## src/rtl/dbg_pkg.sv

```systemverilog
package dbg_pkg;

    localparam int NBP        = 4;
    localparam int NPAIR      = 2;
    localparam logic [2:0] REG_CTRL = 3'd4;
    localparam int CTRL_IAND  = 0;
    localparam int CTRL_DAND  = 1;
    localparam int CTRL_HARD  = 2;

    typedef enum logic [1:0] {
        ST_RUN  = 2'd0,
        ST_SOFT = 2'd1,
        ST_HARD = 2'd2
    } halt_st_e;

endpackage

```

## src/rtl/dbg_bp_regs.sv

```systemverilog
module dbg_bp_regs
    import dbg_pkg::*;
#(
    parameter int AW = 32
) (
    input  logic                     clk,
    input  logic                     rst_n,
    input  logic                     we,
    input  logic                     sup,
    input  logic [2:0]               addr,
    input  logic [AW:0]              wdata,
    output logic [NBP-1:0][AW-1:0]   bp_addr,
    output logic [NBP-1:0]           bp_en,
    output logic [NPAIR-1:0]         and_mode,
    output logic                     hardstop,
    output logic                     ctrl_wr
);

    logic wr_ok;
    assign wr_ok   = we && sup;
    assign ctrl_wr = wr_ok && (addr == REG_CTRL);

    for (genvar g = 0; g < NBP; g++) begin : g_bp
        always_ff @(posedge clk) begin
            if (!rst_n) begin
                bp_addr[g] <= '0;
                bp_en[g]   <= 1'b0;
            end else if (wr_ok && (addr == 3'(g))) begin
                bp_addr[g] <= wdata[AW-1:0];
                bp_en[g]   <= wdata[AW];
            end
        end
    end

    always_ff @(posedge clk) begin
        if (!rst_n) begin
            and_mode <= '0;
            hardstop <= 1'b0;
        end else if (ctrl_wr) begin
            and_mode <= {wdata[CTRL_DAND], wdata[CTRL_IAND]};
            hardstop <= wdata[CTRL_HARD];
        end
    end

    // a write without the supervisor qualifier leaves every field untouched
    a_r2_nonsup_ignored: assert property (@(posedge clk) disable iff (!rst_n)
        (we && !sup) |=> ($stable(bp_en) && $stable(bp_addr) &&
                          $stable(and_mode) && $stable(hardstop)));

endmodule

```

## src/rtl/dbg_bp_pair.sv

```systemverilog
module dbg_bp_pair
    import dbg_pkg::*;
#(
    parameter int AW = 32
) (
    input  logic              clk,
    input  logic              rst_n,
    input  logic              acc_vld,
    input  logic [AW-1:0]     acc_addr,
    input  logic [1:0][AW-1:0] bp_addr,
    input  logic [1:0]        bp_en,
    input  logic              and_mode,
    input  logic              clr,
    output logic [1:0]        ind
);

    logic [1:0] hit;
    logic [1:0] flag_q;
    logic [1:0] ind_q;
    logic       fire;

    for (genvar i = 0; i < 2; i++) begin : g_cmp
        assign hit[i] = acc_vld && bp_en[i] && (acc_addr == bp_addr[i]);
    end

    assign fire = (hit[0] || flag_q[0]) && (hit[1] || flag_q[1]);

    always_ff @(posedge clk) begin
        if (!rst_n) begin
            flag_q <= '0;
        end else if (clr || (and_mode && fire)) begin
            flag_q <= '0;
        end else if (and_mode) begin
            flag_q <= flag_q | hit;
        end
    end

    always_ff @(posedge clk) begin
        if (!rst_n) begin
            ind_q <= '0;
        end else if (and_mode) begin
            ind_q <= {fire, 1'b0};
        end else begin
            ind_q <= hit;
        end
    end

    assign ind = ind_q;

    // in OR mode an indicator only follows its own comparator
    a_r3_or_own: assert property (@(posedge clk) disable iff (!rst_n)
        (ind_q[0] && !$past(and_mode)) |-> $past(hit[0]));

    // the first indicator of a pair is silent in AND mode
    a_r4_and_first_low: assert property (@(posedge clk) disable iff (!rst_n)
        ind_q[0] |-> !$past(and_mode));

    // a control rewrite empties the remembered matches
    a_r5_flag_clear: assert property (@(posedge clk) disable iff (!rst_n)
        clr |=> (flag_q == 2'b00));

endmodule

```

## src/rtl/dbg_halt_fsm.sv

```systemverilog
module dbg_halt_fsm
    import dbg_pkg::*;
#(
    parameter int SYNC = 2
) (
    input  logic clk,
    input  logic rst_n,
    input  logic ext_halt_a,
    input  logic hardstop,
    input  logic bp_evt,
    input  logic resume,
    output logic stopped,
    output logic clk_en
);

    logic [SYNC-1:0] sync_q;
    logic            ext_s;
    logic            ext_d;
    logic            ext_rise;
    halt_st_e        state_q;
    halt_st_e        state_d;

    always_ff @(posedge clk) begin
        if (!rst_n) begin
            sync_q <= '0;
            ext_d  <= 1'b0;
        end else begin
            sync_q <= {sync_q[SYNC-2:0], ext_halt_a};
            ext_d  <= ext_s;
        end
    end

    assign ext_s    = sync_q[SYNC-1];
    assign ext_rise = ext_s && !ext_d;

    always_ff @(posedge clk) begin
        if (!rst_n) state_q <= ST_RUN;
        else        state_q <= state_d;
    end

    always_comb begin
        state_d = state_q;
        unique case (state_q)
            ST_RUN: begin
                if (ext_rise)    state_d = hardstop ? ST_HARD : ST_SOFT;
                else if (bp_evt) state_d = ST_SOFT;
            end
            ST_SOFT: begin
                if (ext_rise && hardstop) state_d = ST_HARD;
                else if (resume)          state_d = ST_RUN;
            end
            ST_HARD: begin
                if (resume && !ext_s)     state_d = ST_RUN;
            end
            default: state_d = ST_RUN;
        endcase
    end

    always_comb begin
        stopped = 1'b1;
        clk_en  = 1'b0;
        unique case (state_q)
            ST_RUN:  begin stopped = 1'b0; clk_en = 1'b1; end
            ST_SOFT: begin stopped = 1'b1; clk_en = 1'b0; end
            ST_HARD: begin stopped = 1'b1; clk_en = 1'b0; end
            default: begin stopped = 1'b1; clk_en = 1'b0; end
        endcase
    end

    // an indicator event while running always halts
    a_r7_bp_halts: assert property (@(posedge clk) disable iff (!rst_n)
        (state_q == ST_RUN && bp_evt) |=> (state_q != ST_RUN));

    // hard stop holds while the synchronized pin is high
    a_r9_hard_holds: assert property (@(posedge clk) disable iff (!rst_n)
        (state_q == ST_HARD && ext_s) |=> (state_q == ST_HARD));

    // resume from a soft halt is honoured at the next edge
    a_r10_soft_resume: assert property (@(posedge clk) disable iff (!rst_n)
        (state_q == ST_SOFT && resume && !(ext_rise && hardstop)) |=> (state_q == ST_RUN));

endmodule

```

## src/rtl/dbg_bp_halt_ctrl.sv

```systemverilog
module dbg_bp_halt_ctrl
    import dbg_pkg::*;
#(
    parameter int AW   = 32,
    parameter int SYNC = 2
) (
    input  logic          clk,
    input  logic          rst_n,
    input  logic          reg_we,
    input  logic          reg_sup,
    input  logic [2:0]    reg_addr,
    input  logic [AW:0]   reg_wdata,
    input  logic          fetch_vld,
    input  logic [AW-1:0] fetch_addr,
    input  logic          data_vld,
    input  logic [AW-1:0] data_addr,
    input  logic          ext_halt_a,
    input  logic          resume,
    output logic [1:0]    bp_ifetch_hit,
    output logic [1:0]    bp_data_hit,
    output logic          core_stopped,
    output logic          core_clk_en
);

    logic [NBP-1:0][AW-1:0] bp_addr;
    logic [NBP-1:0]         bp_en;
    logic [NPAIR-1:0]       and_mode;
    logic                   hardstop;
    logic                   ctrl_wr;
    logic [NPAIR-1:0]       acc_vld;
    logic [NPAIR-1:0][AW-1:0] acc_addr;
    logic [NPAIR-1:0][1:0]  ind;

    assign acc_vld  = {data_vld, fetch_vld};
    assign acc_addr = {data_addr, fetch_addr};

    dbg_bp_regs #(.AW(AW)) u_regs (
        .clk      (clk),
        .rst_n    (rst_n),
        .we       (reg_we),
        .sup      (reg_sup),
        .addr     (reg_addr),
        .wdata    (reg_wdata),
        .bp_addr  (bp_addr),
        .bp_en    (bp_en),
        .and_mode (and_mode),
        .hardstop (hardstop),
        .ctrl_wr  (ctrl_wr)
    );

    for (genvar p = 0; p < NPAIR; p++) begin : g_pair
        dbg_bp_pair #(.AW(AW)) u_pair (
            .clk      (clk),
            .rst_n    (rst_n),
            .acc_vld  (acc_vld[p]),
            .acc_addr (acc_addr[p]),
            .bp_addr  (bp_addr[2*p+1 -: 2]),
            .bp_en    (bp_en[2*p+1 -: 2]),
            .and_mode (and_mode[p]),
            .clr      (ctrl_wr),
            .ind      (ind[p])
        );
    end

    assign bp_ifetch_hit = ind[0];
    assign bp_data_hit   = ind[1];

    dbg_halt_fsm #(.SYNC(SYNC)) u_halt (
        .clk        (clk),
        .rst_n      (rst_n),
        .ext_halt_a (ext_halt_a),
        .hardstop   (hardstop),
        .bp_evt     (|ind),
        .resume     (resume),
        .stopped    (core_stopped),
        .clk_en     (core_clk_en)
    );

endmodule

```

## config.mk

```make
export PLATFORM = sky130hd
export DESIGN_NAME = dbg_bp_halt_ctrl
export DESIGN_NICKNAME = d
export VERILOG_FILES = /design/src/rtl/dbg_pkg.sv /design/src/rtl/dbg_bp_regs.sv /design/src/rtl/dbg_bp_pair.sv /design/src/rtl/dbg_halt_fsm.sv /design/src/rtl/dbg_bp_halt_ctrl.sv
export SDC_FILE = /design/constraint.sdc
export NUM_CORES = 1
export LEC_CHECK = 0
export ABC_CLOCK_PERIOD_IN_PS = 1920
export BUFFER_PORTS_ARGS = -buffer_cell sky130_fd_sc_hd__buf_2
export CAP_MARGIN = 25
export CORE_MARGIN = 4
export CORE_UTILIZATION = 56
export DETAILED_ROUTE_END_ITERATION = 8
export GPL_TIMING_DRIVEN = 0
export PLACE_DENSITY = 0.9
export SYNTH_ARGS = -nofsm -noshare
export SYNTH_HDL_FRONTEND = slang
export SYNTH_SLANG_ARGS = --single-unit
```

## constraint.sdc

```tcl
create_clock -name clk -period 1.92 [get_ports clk]
set_input_delay 0.192 -clock clk [delete_from_list [all_inputs] [get_ports clk]]
set_output_delay 0.192 -clock clk [all_outputs]
set_load 0.02 [all_outputs]
```

# Yosys cells after proc, flatten, opt, wreduce, memory -nomap -nowiden
# Cells that the tools add are included.
# classes
muxes	11
bitwise_logic	3
n_reduce_logical	37
n_eq_ne	13
# ops
cell	count
== test 32 bit	4
logical AND 1 bit	21
2-to-1 mux 2 bit	8
OR reduction 2 bit	4
== test 3 x 2 -> 1 bit (second input constant)	2
logical OR 1 bit	6
case mux 2 bit (3 select lines)	1
bitwise OR 2 bit	2
OR reduction 4 bit	1
== test 3 x 1 -> 1 bit (second input constant)	1
== test 3 bit (second input constant)	1
logical NOT 3 bit	1
inequality test 3 x 1 -> 1 bit (second input constant)	1
inequality test 3 x 2 -> 1 bit (second input constant)	1
AND reduction 3 bit	1
== test 2 x 1 -> 1 bit (second input constant)	1
== test 2 bit (second input constant)	1
logical NOT 1 bit	2
logical NOT 2 bit	1
2-to-1 mux 1 bit	2
inequality test 2 x 1 -> 1 bit (second input constant)	1
inverter 1 bit	1
# totals
out_inout_bits	6
reg_bits	148
word_cells	83

# Logic depth before layout (Yosys ltp)
# logic_depth
word_depth	7
depth_mapped	7
depth_no_buf	5

# Cells and area by module
# Synthesis repeated with hierarchy kept, for this count alone.
# unflattened
hier_cells	713
hier_area_um2	6974.2
# modules_own_cells
module	instances	cells_per_inst	area_per_inst_um2
dbg_bp_regs	1	481	4969.8
dbg_bp_pair	2	105	897.1
dbg_halt_fsm	1	21	202.7
dbg_bp_halt_ctrl	1	1	7.5

# Worst setup path before layout
# OpenSTA, ideal clock, no wires.
# synth_path
path_kind	reg-to-reg
from	reg u_regs.bp_addr[73] (netlist name)
to	reg g_pair[1].u_pair.flag_q[1]
t_arrival_ps	1522
path_buffers	0
path_stages_with_launch	6
setup_slack_ps	280
path_cell_list	dfxtp_1 -> xor2_1 -> a2111o_1 -> nor4_4 -> a31oi_1 -> o2111a_1
# synth_via
elab_chain_len	7
# synth_lines
item	line_no	rtl
start, declared	dbg_bp_regs.sv:12	output logic [NBP-1:0][AW-1:0] bp_addr,
start signal, assigned by index	dbg_bp_regs.sv:29	bp_addr[g] <= wdata[AW-1:0];
== test 32 bit	dbg_bp_pair.sv:23	assign hit[i] = acc_vld && bp_en[i] && (acc_addr == bp_addr[i]);
logical AND 1 bit	dbg_bp_pair.sv:23	
logical OR 1 bit	dbg_bp_pair.sv:26	assign fire = (hit[0] || flag_q[0]) && (hit[1] || flag_q[1]);
logical AND 1 bit	dbg_bp_pair.sv:26	
logical AND 1 bit	dbg_bp_pair.sv:31	end else if (clr || (and_mode && fire)) begin
logical OR 1 bit	dbg_bp_pair.sv:31	
OR reduction 2 bit (no line)	--	
end signal, assigned	dbg_bp_pair.sv:34	flag_q <= flag_q | hit;
end, declared	dbg_bp_pair.sv:18	logic [1:0] flag_q;
# No other way between the ends.
# A chain may end at the register's enable or synchronous reset.

# Worst setup path in the final report
# Same ends and word-level chain as after synthesis.

==> impl_metrics.ini <==
[status]
outcome = finished, final reports clean

[critical_path]
worstPathRequired_ns = 2.23
cp.arrival_ns = 2.19
timing_worst_setup_path_type = flip-flop to flip-flop
cp-end-kind = flip-flop
start_kind = flip-flop
cp_max_fo = 3

[floorplanning]
io_pins = 114
core_um2 = 11500
die_h_um = 116
die-area_um2 = 13600
die_w_um = 116
rows = 39
initial_utilization_pct = 57.4

[timing]
setup_violations = 0
whs_ns = 0.0498
finalMaxSlewViolations = 0
fin_crit_sh_pct = 97.9
relSlewSlack_pct = 57.7
max_freq_mhz = 532
finClkSkew_ns = 0.00822
worst_pin_slew_ns = 0.629
post-route-min-period_ns = 1.88
rsz0062_at_grt = no
hold_viol = 0

[cts]
numCtsBuffers = 17
clockRootBuffer = clkbuf_16
clock-sinks = 148
htreeDepth = 4
post_cts_buffers = 0
clk_pin_slew_ns = 0.06
cts_max_path_buffers = 2
insertion_delay_ns = 0.43
cts_tree = built

[route]
final_antenna_net_count = 0
drc = 0
drtPass1Iterations = 8
detail_route.iter0.violations = 745
totalWireLength_um = 21000
via_per_inst = 5.91
wl_per_cell_um = 18.9
vias = 6584

[synth]
synth_warnings = 0
avgSynthCellArea_um2 = 7.99
seq_area_frac_synth_pct = 45.0
netlist_instances = 824
netlist.area_leader.share_pct = 45.0
synth.net_count = 932
synth_area_leader_cell = dfxtp_1
synth.area.top_cells = dfxtp_1 45%, xnor2_1 16%, nand2_1 16%
synth_most_common_cell = nand2_1
syn_area_um2 = 6590
synth-async-reset-ratio_pct = 0
synth_flop_cell = dfxtp_1
synthTopCellsByCount = 273 x nand2_1, 148 x dfxtp_1, 133 x a21oi_1
synth_edf_count = 0
synth_cell_types = 33
ys_seq_elements = 148

[layout]
fin_util_pct = 70.4
fin_area_um2 = 8080
drive_gt1_share_pct = 15.9
syn_to_final_growth_pct = 22.6
multi_input_area_um2 = 3500
nets = 1066
fillers = 843
final-instance-count-excl-fill = 1114
num_antenna_cells = 0
regArea_um2 = 2960

[power]
power_per_cell_area_nw_per_um2 = 927
power.leakage_nw = 2.79
peakVddDrop_mv = 1.03
total_power_mw = 7.48

[global_route]
overflow = 0
antenna_found_initial = 0
grt_pass1_vias = 6311
grt_max_degree = 17
grt_use_total_pct = 31.5
grt_pass1_wl_um = 32300

[place]
dp_cells = 1080
dp_hpwl_um = 15100
placed_cell_area_um2 = 7330
gp_congestion = 0.927
portBuffers = 113

[hold_path]
min_path_type = primary input to flip-flop

[job]
maxCapViolations = 0
layout by cell type, fill, tap and decap left out, types with 2 or more instances in the layout:
| cell type | count |
|---|---|
| nand2_1 | 273 |
| dfxtp_1 | 148 |
| a21oi_1 | 133 |
| xnor2_1 | 117 |
| buf_2 | 113 |
| clkbuf_1 | 47 |
| nand4_1 | 28 |
| clkbuf_16 | 17 |
| nor2_1 | 10 |
| nand3_1 | 10 |
| xor2_1 | 9 |
| nor3_1 | 6 |
| inv_1 | 5 |
| nor4_4 | 5 |
| bufinv_16 | 5 |
| and2_1 | 4 |
| clkbuf_8 | 4 |
| mux2i_1 | 3 |
| clkinv_2 | 3 |
| or2_1 | 2 |
| a31o_1 | 2 |
| a41oi_1 | 2 |
| o21ai_0 | 2 |
| a41o_1 | 2 |
| o2111a_1 | 2 |
| dlygate4sd3_1 | 2 |
logic make-up after synthesis:
logic type	count (synthesis)	synth area share, %
buf+inv	51	2.91
mux	3	0.456
compound gates	152	12.7
flops	148	45.0
xor+xnor	127	16.9
simple gates	343	22.0
power breakdown:
part | internal, mW | total [mW] | leakage, nW | switching (mW)
logic | 0.239 | 0.622 | 1.27 | 0.383
clock network | 2.44 | 3.72 | 0.323 | 1.29
registers | 3.11 | 3.14 | 1.19 | 0.0262
total | 5.79 | 7.48 | 2.79 | 1.69
routing by layer:
metal / global-route usage (%) / wire (µm) / up-vias
li1: - / - / 2988
met1: 38.9 / 7710 / 3019
met2: 51.6 / 9690 / 459
met3: 7.05 / 2330 / 118
met4: 16.6 / 1310 / 0
met5: 0 / 0 / -
sequential cells by signal, summed over array words and instances, names as in the netlist:
register / cells
u_halt.state_q: 2
u_regs.hardstop: 1
u_halt.ext_d: 1
g_pair.u_pair.ind: 4
u_regs.bp_addr: 128
u_regs.and_mode: 2
u_regs.bp_en: 4
g_pair.u_pair.flag_q: 4
u_halt.sync_q: 2
worst paths after layout:
| kind | cells past startpoint | start | slack (ns) | end |
|---|---|---|---|---|
| setup / recovery | 5 | u_regs.bp_addr[73] | 0.04 | g_pair[1].u_pair.flag_q[1] |
| hold / removal | 3 | reg_wdata[10] | 0.05 | u_regs.bp_addr[42] |
| setup reg to reg | 5 | u_regs.bp_addr[73] | 0.04 | g_pair[1].u_pair.flag_q[1] |
| hold reg to reg | 1 | u_halt.sync_q[0] | 0.45 | u_halt.sync_q[1] |
worst max-delay path, cell delays in order, from the launching register on:
cell and delay (ns):
dfxtp_1 0.32, xor2_1 0.17, a2111o_1 0.43, nor4_4 0.40, a31oi_2 0.18, o2111a_1 0.27
area by class of cell:
class | count | share of cell area [%]
Sequential cell | 148 | 36.7
Clock buffer | 23 | 6.04
Multi-Input combinational cell | 625 | 43.3
Timing Repair Buffer | 115 | 7.25
Buffer | 45 | 2.09
Tap cell | 143 | 2.22
Inverter | 6 | 0.279
Clock inverter | 9 | 2.14
stage by stage:
stage	setup slack (ns)	TNS, ns
floorplan	0.280	0
CTS	0.0203	0
global route	0.00354	0
global placement	-0.152	-0.365
finish	0.0395	0
detailed placement	-0.171	-0.489
what timing repair did:
item,4_1_cts,5_1_grt
setup endpoints to repair,5,5
pin swaps,0,1
hold endpoints to repair,2,0
hold buffers,2,0
gates resized for setup,5,4
Power figures use the tool's default switching activity.
